==> config.mk <==
export PLATFORM = sky130hd
export DESIGN_NAME = rtcal_core
export DESIGN_NICKNAME = d
export VERILOG_FILES = /design/src/rtl/rtcal_pkg.sv /design/src/rtl/rtcal_advance.sv /design/src/rtl/rtcal_encode.sv /design/src/rtl/rtcal_alarm.sv /design/src/rtl/rtcal_core.sv
export SDC_FILE = /design/constraint.sdc
export NUM_CORES = 1
export LEC_CHECK = 0
export BUFFER_PORTS_ARGS = -buffer_cell sky130_fd_sc_hd__buf_2
export CELL_PAD_IN_SITES_DETAIL_PLACEMENT = 0
export CELL_PAD_IN_SITES_GLOBAL_PLACEMENT = 1
export CORE_MARGIN = 4
export CORE_UTILIZATION = 45
export DETAILED_ROUTE_END_ITERATION = 8
export PLACE_DENSITY = 0.83
export SYNTH_ARGS = -nofsm -noshare
export SYNTH_HDL_FRONTEND = slang
export SYNTH_SLANG_ARGS = --single-unit
==> constraint.sdc <==
create_clock -name clk -period 7.7 [get_ports clk]
set_clock_uncertainty 0.15 [all_clocks]
set_input_delay 0.385 -clock clk [delete_from_list [all_inputs] [get_ports clk]]
set_output_delay 0.385 -clock clk [all_outputs]
set_load 0.02 [all_outputs]
==> src/rtl/rtcal_pkg.sv <==
package rtcal_pkg;

  typedef struct packed {
    logic [6:0] sec;
    logic [6:0] min;
    logic [6:0] hr;
    logic [2:0] dow;   // 0..6
    logic [4:0] dom;   // 1..31
    logic [3:0] mon;   // 1..12
    logic [6:0] yr;    // 0..99
  } caltime_t;

  typedef struct packed {
    logic [7:0] sec;
    logic [7:0] min;
    logic [7:0] hr;
    logic [7:0] dow;
    logic [7:0] dom;
    logic [7:0] mon;
    logic [7:0] yr;
  } calvis_t;

  localparam logic [3:0] SEL_SEC  = 4'd0;
  localparam logic [3:0] SEL_MIN  = 4'd1;
  localparam logic [3:0] SEL_HR   = 4'd2;
  localparam logic [3:0] SEL_DOW  = 4'd3;
  localparam logic [3:0] SEL_DOM  = 4'd4;
  localparam logic [3:0] SEL_MON  = 4'd5;
  localparam logic [3:0] SEL_YR   = 4'd6;
  localparam logic [3:0] SEL_ASEC = 4'd8;
  localparam logic [3:0] SEL_AMIN = 4'd9;
  localparam logic [3:0] SEL_AHR  = 4'd10;

  // binary value (0..99) to visible byte
  function automatic logic [7:0] to_vis(input logic [6:0] v, input logic bin);
    logic [6:0] tens, ones;
    tens = v / 7'd10;
    ones = v % 7'd10;
    return bin ? {1'b0, v} : {tens[3:0], ones[3:0]};
  endfunction

  // visible byte to binary value
  function automatic logic [6:0] from_vis(input logic [7:0] x, input logic bin);
    return bin ? x[6:0] : (7'(x[7:4]) * 7'd10 + 7'(x[3:0]));
  endfunction

  function automatic logic [7:0] hour_to_vis(input logic [6:0] h, input logic bin,
                                             input logic h24);
    if (h24) return to_vis(h, bin);
    return to_vis(h % 7'd12, bin) | ((h >= 7'd12) ? 8'h80 : 8'h00);
  endfunction

  function automatic logic [6:0] hour_from_vis(input logic [7:0] x, input logic bin,
                                               input logic h24);
    logic [6:0] base;
    base = from_vis({1'b0, x[6:0]}, bin);
    return (!h24 && x[7]) ? base + 7'd12 : base;
  endfunction

  function automatic logic is_leap(input logic [6:0] yr, input int base_year);
    int full;
    full = base_year + int'(yr);
    return ((full % 4) == 0) && (((full % 100) != 0) || ((full % 400) == 0));
  endfunction

  function automatic logic [4:0] month_days(input logic [3:0] mon, input logic leap);
    case (mon)
      4'd2:                       return leap ? 5'd29 : 5'd28;
      4'd4, 4'd6, 4'd9, 4'd11:    return 5'd30;
      default:                    return 5'd31;
    endcase
  endfunction

endpackage

==> src/rtl/rtcal_advance.sv <==
module rtcal_advance
  import rtcal_pkg::*;
#(
  parameter int BASE_YEAR = 2000
) (
  input  caltime_t cur,
  output caltime_t nxt
);
  logic [4:0] dim;

  always_comb begin
    dim = month_days(cur.mon, is_leap(cur.yr, BASE_YEAR));
    nxt = cur;
    if (cur.sec >= 7'd59) begin
      nxt.sec = '0;
      if (cur.min >= 7'd59) begin
        nxt.min = '0;
        if (cur.hr >= 7'd23) begin
          nxt.hr  = '0;
          nxt.dow = (cur.dow >= 3'd6) ? 3'd0 : cur.dow + 3'd1;
          if (cur.dom >= dim) begin
            nxt.dom = 5'd1;
            if (cur.mon >= 4'd12) begin
              nxt.mon = 4'd1;
              nxt.yr  = (cur.yr >= 7'd99) ? 7'd0 : cur.yr + 7'd1;
            end else begin
              nxt.mon = cur.mon + 4'd1;
            end
          end else begin
            nxt.dom = cur.dom + 5'd1;
          end
        end else begin
          nxt.hr = cur.hr + 7'd1;
        end
      end else begin
        nxt.min = cur.min + 7'd1;
      end
    end else begin
      nxt.sec = cur.sec + 7'd1;
    end
  end

  // legal inputs never carry out of range
  always_comb begin
    if (cur.sec < 7'd60)
      a_r1_sec_range: assert (nxt.sec < 7'd60) else $error("R1 seconds out of range");
    if (cur.hr < 7'd24)
      a_r1_hr_range: assert (nxt.hr < 7'd24) else $error("R1 hours out of range");
    if (cur.mon >= 4'd1 && cur.mon <= 4'd12)
      a_r2_mon_range: assert (nxt.mon >= 4'd1 && nxt.mon <= 4'd12)
        else $error("R2 month out of range");
  end
endmodule

==> src/rtl/rtcal_encode.sv <==
module rtcal_encode
  import rtcal_pkg::*;
(
  input  caltime_t t,
  input  logic     bin,
  input  logic     h24,
  output calvis_t  v
);
  always_comb begin
    v.sec = to_vis(t.sec, bin);
    v.min = to_vis(t.min, bin);
    v.hr  = hour_to_vis(t.hr, bin, h24);
    v.dow = to_vis(7'(t.dow) + 7'd1, bin);
    v.dom = to_vis(7'(t.dom), bin);
    v.mon = to_vis(7'(t.mon), bin);
    v.yr  = to_vis(t.yr, bin);
  end

  // BCD units digit stays a decimal digit
  always_comb begin
    if (!bin && t.sec < 7'd60)
      a_r3_bcd_digit: assert (v.sec[3:0] < 4'd10) else $error("R3 bad BCD digit");
  end
endmodule

==> src/rtl/rtcal_alarm.sv <==
module rtcal_alarm
  import rtcal_pkg::*;
(
  input  logic [7:0] a_sec,
  input  logic [7:0] a_min,
  input  logic [7:0] a_hr,
  input  logic [6:0] t_sec,
  input  logic [6:0] t_min,
  input  logic [6:0] t_hr,
  input  logic       bin,
  input  logic       h24,
  output logic       hit
);
  logic m_sec, m_min, m_hr;

  always_comb begin
    m_sec = (a_sec[7:6] == 2'b11) || (from_vis(a_sec, bin) == t_sec);
    m_min = (a_min[7:6] == 2'b11) || (from_vis(a_min, bin) == t_min);
    m_hr  = (a_hr[7:6]  == 2'b11) || (hour_from_vis(a_hr, bin, h24) == t_hr);
    hit   = m_sec && m_min && m_hr;
  end
endmodule

==> src/rtl/rtcal_core.sv <==
module rtcal_core
  import rtcal_pkg::*;
#(
  parameter int         BASE_YEAR = 2000,
  parameter int         UIP_TICKS = 8,
  parameter logic [2:0] OSC_RUN   = 3'b010
) (
  input  logic       clk,
  input  logic       rst_n,
  input  logic       sec_tick,
  input  logic       ref_tick,
  input  logic [2:0] osc_sel,
  input  logic       hold,
  input  logic       bin_mode,
  input  logic       h24_mode,
  input  logic       alarm_en,
  input  logic       upd_irq_en,
  input  logic       wr_en,
  input  logic [3:0] wr_sel,
  input  logic [7:0] wr_data,
  output logic [7:0] out_sec,
  output logic [7:0] out_min,
  output logic [7:0] out_hr,
  output logic [7:0] out_dow,
  output logic [7:0] out_dom,
  output logic [7:0] out_mon,
  output logic [7:0] out_yr,
  output logic       uip,
  output logic       uf_pulse,
  output logic       af_pulse,
  output logic       irqf_pulse
);
  localparam int CW = $clog2(UIP_TICKS + 1);
  localparam logic [CW-1:0] LAST_CNT = CW'(UIP_TICKS - 1);

  caltime_t   now_t, adv_t, vis_dec;
  calvis_t    vis, enc_v;
  logic [7:0] alm_sec, alm_min, alm_hr;
  logic       bin_q, h24_q, hold_q;
  logic       reload_pend, copy_pend, busy;
  logic [CW-1:0] cnt;
  logic       alm_hit;
  logic       fmt_chg, time_wr, start, finish, copy_now;

  rtcal_advance #(.BASE_YEAR(BASE_YEAR)) u_adv (.cur(now_t), .nxt(adv_t));

  rtcal_encode u_enc (.t(now_t), .bin(bin_mode), .h24(h24_mode), .v(enc_v));

  rtcal_alarm u_alm (
    .a_sec(alm_sec), .a_min(alm_min), .a_hr(alm_hr),
    .t_sec(now_t.sec), .t_min(now_t.min), .t_hr(now_t.hr),
    .bin(bin_q), .h24(h24_q), .hit(alm_hit)
  );

  // visible registers decoded in the format they were written in
  always_comb begin
    vis_dec.sec = from_vis(vis.sec, bin_q);
    vis_dec.min = from_vis(vis.min, bin_q);
    vis_dec.hr  = hour_from_vis(vis.hr, bin_q, h24_q);
    vis_dec.dow = 3'(from_vis(vis.dow, bin_q) - 7'd1);
    vis_dec.dom = 5'(from_vis(vis.dom, bin_q));
    vis_dec.mon = 4'(from_vis(vis.mon, bin_q));
    vis_dec.yr  = from_vis(vis.yr, bin_q);
  end

  always_comb begin
    fmt_chg  = (bin_mode != bin_q) || (h24_mode != h24_q);
    time_wr  = wr_en && (wr_sel <= SEL_YR);
    start    = !busy && sec_tick && (osc_sel == OSC_RUN);
    finish   = busy && ref_tick && (cnt == LAST_CNT);
    copy_now = !hold && ((finish) || ((fmt_chg || copy_pend) && !reload_pend));
  end

  always_ff @(posedge clk or negedge rst_n) begin
    if (!rst_n) begin
      now_t.sec <= '0; now_t.min <= '0; now_t.hr <= '0; now_t.dow <= '0;
      now_t.dom <= 5'd1; now_t.mon <= 4'd1; now_t.yr <= '0;
      vis.sec <= 8'h00; vis.min <= 8'h00; vis.hr <= 8'h00; vis.dow <= 8'h01;
      vis.dom <= 8'h01; vis.mon <= 8'h01; vis.yr <= 8'h00;
      alm_sec <= '0; alm_min <= '0; alm_hr <= '0;
      bin_q <= 1'b0; h24_q <= 1'b1; hold_q <= 1'b0;
      reload_pend <= 1'b0; copy_pend <= 1'b0;
      busy <= 1'b0; cnt <= '0; uip <= 1'b0;
      uf_pulse <= 1'b0; af_pulse <= 1'b0; irqf_pulse <= 1'b0;
    end else begin
      bin_q  <= bin_mode;
      h24_q  <= h24_mode;
      hold_q <= hold;
      uf_pulse <= 1'b0; af_pulse <= 1'b0; irqf_pulse <= 1'b0;

      reload_pend <= (time_wr && !hold) || (hold_q && !hold);
      copy_pend   <= !hold && (fmt_chg || copy_pend) && reload_pend && !finish;

      // copy-out, then writes (a write in the same cycle wins)
      if (copy_now) vis <= enc_v;
      if (wr_en) begin
        case (wr_sel)
          SEL_SEC:  vis.sec <= wr_data;
          SEL_MIN:  vis.min <= wr_data;
          SEL_HR:   vis.hr  <= wr_data;
          SEL_DOW:  vis.dow <= wr_data;
          SEL_DOM:  vis.dom <= wr_data;
          SEL_MON:  vis.mon <= wr_data;
          SEL_YR:   vis.yr  <= wr_data;
          SEL_ASEC: alm_sec <= wr_data;
          SEL_AMIN: alm_min <= wr_data;
          SEL_AHR:  alm_hr  <= wr_data;
          default: ;
        endcase
      end

      if (reload_pend)  now_t <= vis_dec;
      else if (start)   now_t <= adv_t;

      if (start) begin
        busy <= 1'b1;
        cnt  <= '0;
        uip  <= !hold;
      end else if (busy && ref_tick) begin
        cnt <= cnt + 1'b1;
        if (finish) begin
          busy       <= 1'b0;
          uip        <= 1'b0;
          uf_pulse   <= 1'b1;
          af_pulse   <= alarm_en && alm_hit;
          irqf_pulse <= upd_irq_en || (alarm_en && alm_hit);
        end
      end
      if (hold) uip <= 1'b0;
    end
  end

  assign out_sec = vis.sec;
  assign out_min = vis.min;
  assign out_hr  = vis.hr;
  assign out_dow = vis.dow;
  assign out_dom = vis.dom;
  assign out_mon = vis.mon;
  assign out_yr  = vis.yr;

  a_r6_hold_clears_uip: assert property (@(posedge clk) disable iff (!rst_n)
    hold |=> !uip) else $error("R6 uip high under hold");

  a_r6_uip_ends_with_update: assert property (@(posedge clk) disable iff (!rst_n)
    ($fell(uip) && !$past(hold)) |-> uf_pulse) else $error("R6 uip fell without update end");

  a_r5_start_needs_run: assert property (@(posedge clk) disable iff (!rst_n)
    $rose(busy) |-> ($past(osc_sel) == OSC_RUN)) else $error("R5 update started while stopped");

  a_r10_alarm_raises_irq: assert property (@(posedge clk) disable iff (!rst_n)
    af_pulse |-> irqf_pulse) else $error("R10 alarm without interrupt request");

  a_r7_frozen_visible: assert property (@(posedge clk) disable iff (!rst_n)
    ($past(hold) && !$past(wr_en)) |-> $stable(vis)) else $error("R7 visible changed under hold");

endmodule

==> flow_metrics.tcl, run 1 <==
set metrics [dict create \
    worst_hold_path.num_cells 2 \
    drt_iter0_drcs 923 \
    minimum_setup_slack_after_placement_ps 249 \
    ir_drop_mv 0.182 \
    timing.critical_path.slowest_cell_delay_ps 460 \
    drive_gt1_share_pct 12.7 \
    finish.cell_count_without_fillers 2065 \
    first_pass_iters 5 \
    antenna_cells_inserted 0 \
    post_drt_via_cell_ratio 5.87 \
    synth-async-reset-ratio_pct 100 \
    routability_congestion_estimate_from_global_placement 0.872 \
    finalPower_mw 5.52 \
    final_count_of_pins_violating_max_slew 0 \
    critical_path.startpoint "now_t[4]$_DFFE_PN0P_" \
    finalCritPeriodShare_pct 91.9 \
    finalInstanceArea_um2 14300 \
    min_path_type "input port to flip-flop" \
    reg2reg_depth 32 \
    dieHeight_um 178 \
    worst-endpoint-required_ps 7840 \
    hpwl_um 26000 \
    postSynthCellCount 1654 \
    crit_path_start_kind "flip-flop" \
    number_of_buffers_between_clock_root_and_the_deepest_sink 2 \
    drt-total-wl_um 36700 \
    synthToLayoutAreaGrowth_pct 9.53 \
    cts_post_setup_buffers_inserted 0 \
    cp_num_buf_inv 4 \
    finish.net_count 1810 \
    p_per_area_nw_per_um2 386 \
    cpMostUsedCell "sky130_fd_sc_hd__nand2_1" \
    reg2reg_from "now_t[4]$_DFFE_PN0P_" \
    worstPathMaxFanout 14 \
    final.min_clock_period_ps 7080 \
    drtAntennaViolNets 0 \
    clkSinkCount 134 \
    placed_cell_area_um2 13700 \
    reported_max_cap_violation_count 0 \
    cts_buffers 17 \
    whs_ps 20.5 \
    grt_start_max_net_pins 73 \
    syn-num-nets 1796 \
    n_fill_cell 2812 \
    floorplan.die.width_um 178 \
    floorplan.initialDensity_pct 45.5 \
    number_of_vias_in_the_routed_layout 12100 \
    proportion_of_synthesized_chip_area_in_sequential_cells_pct 25.7 \
    finish.utilization_pct 49.8 \
    post_synth.cell_area_avg_um2 7.90 \
    drt_drc_violations_left 0 \
    core_area_um2 28700 \
    h-tree-depth 4 \
    worst-path-stages 32 \
    placedCellCount 2032 \
    path_class "flip-flop to flip-flop" \
    static-leakage-power_nw 6.09 \
    fp.dieArea_um2 31800 \
    drt-wirelength-per-cell_um 17.8 \
    cpMaxStageDelayCell "sky130_fd_sc_hd__a2111oi_4" \
    report.final.setup_viol 0 \
    edff_count_synth 0 \
    cts_tree "built" \
    status "finished, final reports clean" \
    clkSlewWorstSetupHoldPaths_ps 60 \
    worstHoldStart "upd_irq_en" \
    grt_pass1_wl_um 59800 \
    vias_in_the_first_global_route 11300 \
    synth.cell_area_um2 13100 \
    port_buffers 84 \
    grt-ovfl-total 0 \
    boundaryPins 85 \
    clock.fmax_mhz 141 \
    setup_slack_ps 625 \
    number_of_warnings_issued_by_yosys 0 \
    gate_family_responsible_for_the_most_delay_along_the_worst_path "compound AO/OA/AOI/OAI gates" \
    root_driver "sky130_fd_sc_hd__clkbuf_16" \
    antenna_found_initial 0 \
    worstMarginPinSlew_ps 1170 \
    post_synth_num_cell_types 95 \
    synth-seq-cells 134 \
    setup_total_negative_slack_ps 0 \
    synth_ff_type "sky130_fd_sc_hd__dfrtp_1" \
    timing.critical_path.to_type "flip-flop" \
    worstPathArrival_ps 7210 \
    core.rowCount 62 \
    clock_latency_ps 420 \
    hold_viol 0 \
    timing.slew.headroom_pct 21.5 \
    grt.total_usage_pct 23.0 \
]
what timing repair did:
action,CTS,global route
hold buffers,1,0
setup endpoints to repair,0,9
hold endpoints to repair,57,0
resized for setup,0,9
cell type report:
class | count | area, µm² | share of cell area [%]
Tap cell | 384 | 480 | 3.36
Inverter | 80 | 303 | 2.12
Timing Repair Buffer | 107 | 606 | 4.23
Sequential cell | 134 | 3360 | 23.5
Multi-Input combinational cell | 1328 | 8980 | 62.8
Clock buffer | 24 | 472 | 3.30
Clock inverter | 8 | 98.8 | 0.691
state kept, by name (all words and copies together) (netlist names), 4 cells and up:
register and cells:
out_dow 8, out_yr 8, out_sec 8, cnt 4, now_t 40, out_mon 8, out_min 8, alm_min 8
alm_hr 8, alm_sec 8, out_dom 8, out_hr 8
placed cells by master, fill, tap and decap left out, types with 6 or more instances in the layout:
| cell | instances |
|---|---|
| sky130_fd_sc_hd__o21ai_1 | 7 |
| sky130_fd_sc_hd__a21oi_1 | 135 |
| sky130_fd_sc_hd__buf_4 | 21 |
| sky130_fd_sc_hd__mux2_2 | 31 |
| sky130_fd_sc_hd__mux2i_1 | 41 |
| sky130_fd_sc_hd__buf_2 | 83 |
| sky130_fd_sc_hd__nor2b_1 | 25 |
| sky130_fd_sc_hd__o31ai_1 | 6 |
| sky130_fd_sc_hd__clkbuf_16 | 17 |
| sky130_fd_sc_hd__nand2b_1 | 12 |
| sky130_fd_sc_hd__nor4_1 | 14 |
| sky130_fd_sc_hd__nor3b_1 | 12 |
| sky130_fd_sc_hd__a31oi_1 | 19 |
| sky130_fd_sc_hd__dfrtp_1 | 126 |
| sky130_fd_sc_hd__or3_1 | 8 |
| sky130_fd_sc_hd__o22ai_1 | 20 |
| sky130_fd_sc_hd__a221oi_1 | 9 |
| sky130_fd_sc_hd__ha_1 | 101 |
| sky130_fd_sc_hd__o21ai_0 | 190 |
| sky130_fd_sc_hd__nand4_1 | 11 |
| sky130_fd_sc_hd__dfstp_2 | 6 |
| sky130_fd_sc_hd__inv_1 | 73 |
| sky130_fd_sc_hd__a21o_1 | 15 |
| sky130_fd_sc_hd__a211oi_1 | 25 |
| sky130_fd_sc_hd__nand3_1 | 41 |
| sky130_fd_sc_hd__nor3_1 | 34 |
| sky130_fd_sc_hd__nand2_1 | 177 |
| sky130_fd_sc_hd__o211ai_1 | 16 |
| sky130_fd_sc_hd__nor2_1 | 135 |
| sky130_fd_sc_hd__xor2_1 | 37 |
| sky130_fd_sc_hd__a32oi_1 | 11 |
| sky130_fd_sc_hd__xnor2_1 | 67 |
| sky130_fd_sc_hd__o21a_1 | 7 |
| sky130_fd_sc_hd__and2_1 | 6 |
| sky130_fd_sc_hd__a22oi_1 | 10 |
| sky130_fd_sc_hd__fa_1 | 14 |
cell families after synthesis:
group / Yosys count / share of synthesized area (%)
fa+ha+maj: 119 / 12.2
mux: 73 / 5.99
compound gates: 523 / 24.8
flops: 134 / 25.7
simple gates: 506 / 18.2
buf+inv: 192 / 5.69
xor+xnor: 107 / 7.35
cells in the mapped netlist (6+ instances only):
| library cell | n | area [µm²] |
|---|---|---|
| sky130_fd_sc_hd__mux2i_1 | 41 | 410 |
| sky130_fd_sc_hd__nand4_1 | 11 | 68.8 |
| sky130_fd_sc_hd__o22ai_1 | 20 | 125 |
| sky130_fd_sc_hd__a211oi_1 | 25 | 188 |
| sky130_fd_sc_hd__ha_1 | 103 | 1290 |
| sky130_fd_sc_hd__xnor2_1 | 67 | 587 |
| sky130_fd_sc_hd__a21o_1 | 16 | 120 |
| sky130_fd_sc_hd__a221oi_1 | 9 | 78.8 |
| sky130_fd_sc_hd__a32oi_1 | 11 | 96.3 |
| sky130_fd_sc_hd__nand2b_1 | 12 | 75.1 |
| sky130_fd_sc_hd__nand2_1 | 177 | 664 |
| sky130_fd_sc_hd__a22oi_1 | 10 | 75.1 |
| sky130_fd_sc_hd__dfstp_2 | 6 | 158 |
| sky130_fd_sc_hd__nor3_1 | 34 | 170 |
| sky130_fd_sc_hd__buf_1 | 13 | 48.8 |
| sky130_fd_sc_hd__clkbuf_1 | 92 | 345 |
| sky130_fd_sc_hd__fa_1 | 14 | 280 |
| sky130_fd_sc_hd__o21ai_0 | 190 | 951 |
| sky130_fd_sc_hd__nand3_1 | 41 | 205 |
| sky130_fd_sc_hd__o21a_1 | 7 | 52.6 |
| sky130_fd_sc_hd__dfrtp_1 | 128 | 3200 |
| sky130_fd_sc_hd__and2_1 | 6 | 37.5 |
| sky130_fd_sc_hd__o21ai_1 | 7 | 35.0 |
| sky130_fd_sc_hd__a21oi_1 | 135 | 676 |
| sky130_fd_sc_hd__nor2_1 | 136 | 510 |
| sky130_fd_sc_hd__mux2_2 | 31 | 349 |
| sky130_fd_sc_hd__o211ai_1 | 16 | 120 |
| sky130_fd_sc_hd__or3_1 | 8 | 50.1 |
| sky130_fd_sc_hd__nor4_1 | 14 | 87.6 |
| sky130_fd_sc_hd__nor2b_1 | 25 | 156 |
| sky130_fd_sc_hd__a31oi_1 | 19 | 119 |
| sky130_fd_sc_hd__xor2_1 | 37 | 324 |
| sky130_fd_sc_hd__o31ai_1 | 6 | 45.0 |
| sky130_fd_sc_hd__nor3b_1 | 12 | 90.1 |
| sky130_fd_sc_hd__inv_1 | 74 | 278 |
report_power, final:
part	switching [mW]	total, mW	internal, mW
combinational	1.91	3.30	1.39
sequential	0.462	1.42	0.954
clock	0.312	0.805	0.493
total	2.68	5.52	2.84
routing by layer:
layer	part of all wire (%)	track usage (%)	vias up
met3	4.0	3.09	46
met1	49	33.3	5867
met4	1.7	5.44	0
li1	-	-	5931
met5	0	0	-
met2	46	36.6	284
path summary, 6_finish.rpt:
| path | end | slack, ps |
|---|---|---|
| min in group asynchronous | uf_pulse$_DFF_PN0_ | 360 |
| max in group asynchronous | bin_q$_DFF_PN0_ | 5610 |
| worst max register to register | now_t[1]$_DFFE_PN0P_ | 620 |
| worst min register to register | reload_pend$_DFF_PN0_ | 320 |
| worst max-delay path | now_t[1]$_DFFE_PN0P_ | 620 |
| worst min-delay path | irqf_pulse$_DFF_PN0_ | 20 |
(Power assumes the default switching activity.)
==> inputs of run 2 (changes only) <==
Settings changed: ABC_AREA set to 1, PLACE_DENSITY 0.83 to 0.85.
==> flow_metrics.tcl, run 2 <==
set metrics [dict create \
    clkSlewWorstSetupHoldPaths_ps 60 \
    port_buffers 84 \
    antenna_found_initial 0 \
    core.rowCount 60 \
    vias_in_the_first_global_route 11800 \
    top_register "now_t" \
    boundaryPins 85 \
    cts_tree "built" \
    cts_buffers 17 \
    synth.cells.most_frequent "sky130_fd_sc_hd__nand2_1 (312), sky130_fd_sc_hd__inv_1 (230), sky130_fd_sc_hd__o21ai_0 (212)" \
    cts_post_setup_buffers_inserted 0 \
    timing.slew.headroom_pct 24.1 \
    number_of_vias_in_the_routed_layout 12200 \
    postSynthCellCount 1783 \
    final_common_cell "sky130_fd_sc_hd__nand2_1" \
    floorplan.initialDensity_pct 46.1 \
    mostFrequentLayoutCells "sky130_fd_sc_hd__nand2_1 (311), sky130_fd_sc_hd__inv_1 (230), sky130_fd_sc_hd__o21ai_0 (212)" \
    grt-ovfl-total 0 \
    synth.most_common_cell "sky130_fd_sc_hd__nand2_1" \
    regToRegSetupSlack_ps 810 \
    synth.area.top_cells "sky130_fd_sc_hd__dfrtp_1 (26%), sky130_fd_sc_hd__ha_1 (10%), sky130_fd_sc_hd__nand2_1 (9.4%), sky130_fd_sc_hd__o21ai_0 (8.5%), sky130_fd_sc_hd__inv_1 (6.9%)" \
    drive_gt1_share_pct 11.1 \
    synth-seq-cells 134 \
    critical_path.reg2reg.endpoint "now_t[1]$_DFFE_PN0P_" \
    worst-endpoint-required_ps 7900 \
    fp.dieArea_um2 30500 \
    dieHeight_um 175 \
    worst_hold_path.num_cells 3 \
    synth_top_cell_by_area "sky130_fd_sc_hd__dfrtp_1" \
    edff_count_synth 0 \
    finish.cell_count_without_fillers 2230 \
    n_fill_cell 2716 \
    worstPathMaxFanout 14 \
    number_of_warnings_issued_by_yosys 0 \
    largest_register_ffs 40 \
    hold_path_end "irqf_pulse$_DFF_PN0_" \
    timing.critical_path.to_type "flip-flop" \
    grt_pass1_wl_um 60600 \
    cpMostUsedCell "sky130_fd_sc_hd__nand2_1" \
    post_drt_via_cell_ratio 5.47 \
    clock.fmax_mhz 145 \
    path_class "flip-flop to flip-flop" \
    setup_total_negative_slack_ps 0 \
    drt-wirelength-per-cell_um 16.6 \
    drtAntennaViolNets 0 \
    post_synth.cell_area_avg_um2 7.00 \
    final_count_of_pins_violating_max_slew 0 \
    proportion_of_synthesized_chip_area_in_sequential_cells_pct 26.9 \
    reg2reg_from "now_t[4]$_DFFE_PN0P_" \
    report.final.setup_viol 0 \
    crit_path_start_kind "flip-flop" \
    worstMarginPinSlew_ps 1130 \
    finish.net_count 1987 \
    hpwl_um 27500 \
    cpMaxStageDelayCell "sky130_fd_sc_hd__dfrtp_1" \
    drt-total-wl_um 37100 \
    synth_ff_type "sky130_fd_sc_hd__dfrtp_1" \
    synthToLayoutAreaGrowth_pct 11.0 \
    drt_iter0_drcs 899 \
    final.min_clock_period_ps 6890 \
    number_of_buffers_between_clock_root_and_the_deepest_sink 2 \
    min_path_type "input port to flip-flop" \
    timing.critical_path.slowest_cell_delay_ps 580 \
    floorplan.die.width_um 175 \
    reported_max_cap_violation_count 0 \
    synth.cell_area_um2 12500 \
    synth-async-reset-ratio_pct 100 \
    finalCritPeriodShare_pct 89.5 \
    synth.top_cell.area_share_pct 25.6 \
    antenna_cells_inserted 0 \
    routability_congestion_estimate_from_global_placement 0.886 \
    clkSinkCount 134 \
    syn-num-nets 1925 \
    post_synth_num_cell_types 61 \
    h-tree-depth 4 \
    worstHoldStart "upd_irq_en" \
    setup_repair_after_global_routing_missed_its_margin "false" \
    worstPathArrival_ps 7090 \
    core_area_um2 27100 \
    grt.total_usage_pct 24.3 \
    hold_viol 0 \
    grt_start_max_net_pins 73 \
    critical_path.startpoint "now_t[4]$_DFFE_PN0P_" \
    reg2reg_depth 48 \
    root_driver "sky130_fd_sc_hd__clkbuf_16" \
    placedCellCount 2195 \
    status "finished, final reports clean" \
    clock_latency_ps 430 \
    drt_drc_violations_left 0 \
    first_pass_iters 5 \
]
-- run 2: worst max path at each step --
| stage | endpoint | depth (start not counted) |
|---|---|---|
| 3_3_place_gp | now_t[1]$_DFFE_PN0P_ | 42 |
| 4_1_cts | now_t[1]$_DFFE_PN0P_ | 42 |
| 6_report | now_t[1]$_DFFE_PN0P_ | 48 |
| 3_5_place_dp | now_t[1]$_DFFE_PN0P_ | 42 |
| 5_1_grt | now_t[1]$_DFFE_PN0P_ | 48 |
| 2_1_floorplan | now_t[1]$_DFFE_PN0P_ | 49 |
-- run 2: cells by family (layout without fill, tap and decap cells) --
group / Yosys count / after routing / synth area share [%]
flip-flops: 134 / 134 / 26.9
multiplexers: 6 / 6 / 0.491
AO/OA/AOI/OAI: 452 / 452 / 20.4
AND/OR/NAND/NOR: 695 / 695 / 25.0
XOR/XNOR: 77 / 77 / 5.40
adder cells (fa/ha/maj): 117 / 117 / 12.6
buffers and inverters: 302 / 377 / 9.24
-- run 2: final cells by class --
type | count | area (µm²) | area share, %
timing repair buffer | 98 | 539 | 3.89
clock buffer | 22 | 474 | 3.42
clock inverter | 10 | 120 | 0.866
sequential | 134 | 3360 | 24.2
multi-input combinational | 1347 | 7980 | 57.5
inverter | 247 | 930 | 6.70
tap | 372 | 465 | 3.36
-- run 2: per-layer routing --
metal / track usage (%) / up-vias / part of all wire [%] / wire length, µm
met5: 0 / - / 0 / 0
met4: 6.45 / 0 / 2.1 / 775
met3: 3.76 / 50 / 5.4 / 1990
met2: 39.7 / 316 / 45 / 16800
met1: 33.8 / 5716 / 47 / 17600
li1: - / 6111 / - / -
-- run 2: repair_timing --
action	4_1_cts	5_1_grt
hold endpoints to repair	68	0
gates resized for setup	0	0
hold buffers	3	0
-- run 2: metrics by stage --
step / area [µm²] / setup slack (ps) / hold slack, ps / utilization [%]
5_1_grt: 13900 / 20.6 / 13.2 / 51.2
3_5_place_dp: 13200 / 819 / 314 / 48.9
6_report: 13900 / 810 / 8.62 / 51.2
3_3_place_gp: 13200 / 1040 / 310 / 48.9
4_1_cts: 13900 / 837 / 3.06 / 51.2
2_1_floorplan: 12500 / 1630 / -60.6 / -
-- run 2: worst max-delay path, delay by kind of cell, from the launching register on --
kind | cells | cell delay, ps
simple gates | 36 | 3940
fa+ha+maj | 4 | 1120
buf+inv | 5 | 710
flops | 1 | 580
compound gates | 3 | 290
Power of run 2 is left out: the tool's default activity adds up to more than one toggle a clock period on the data nets, which glitch-free logic cannot reach.
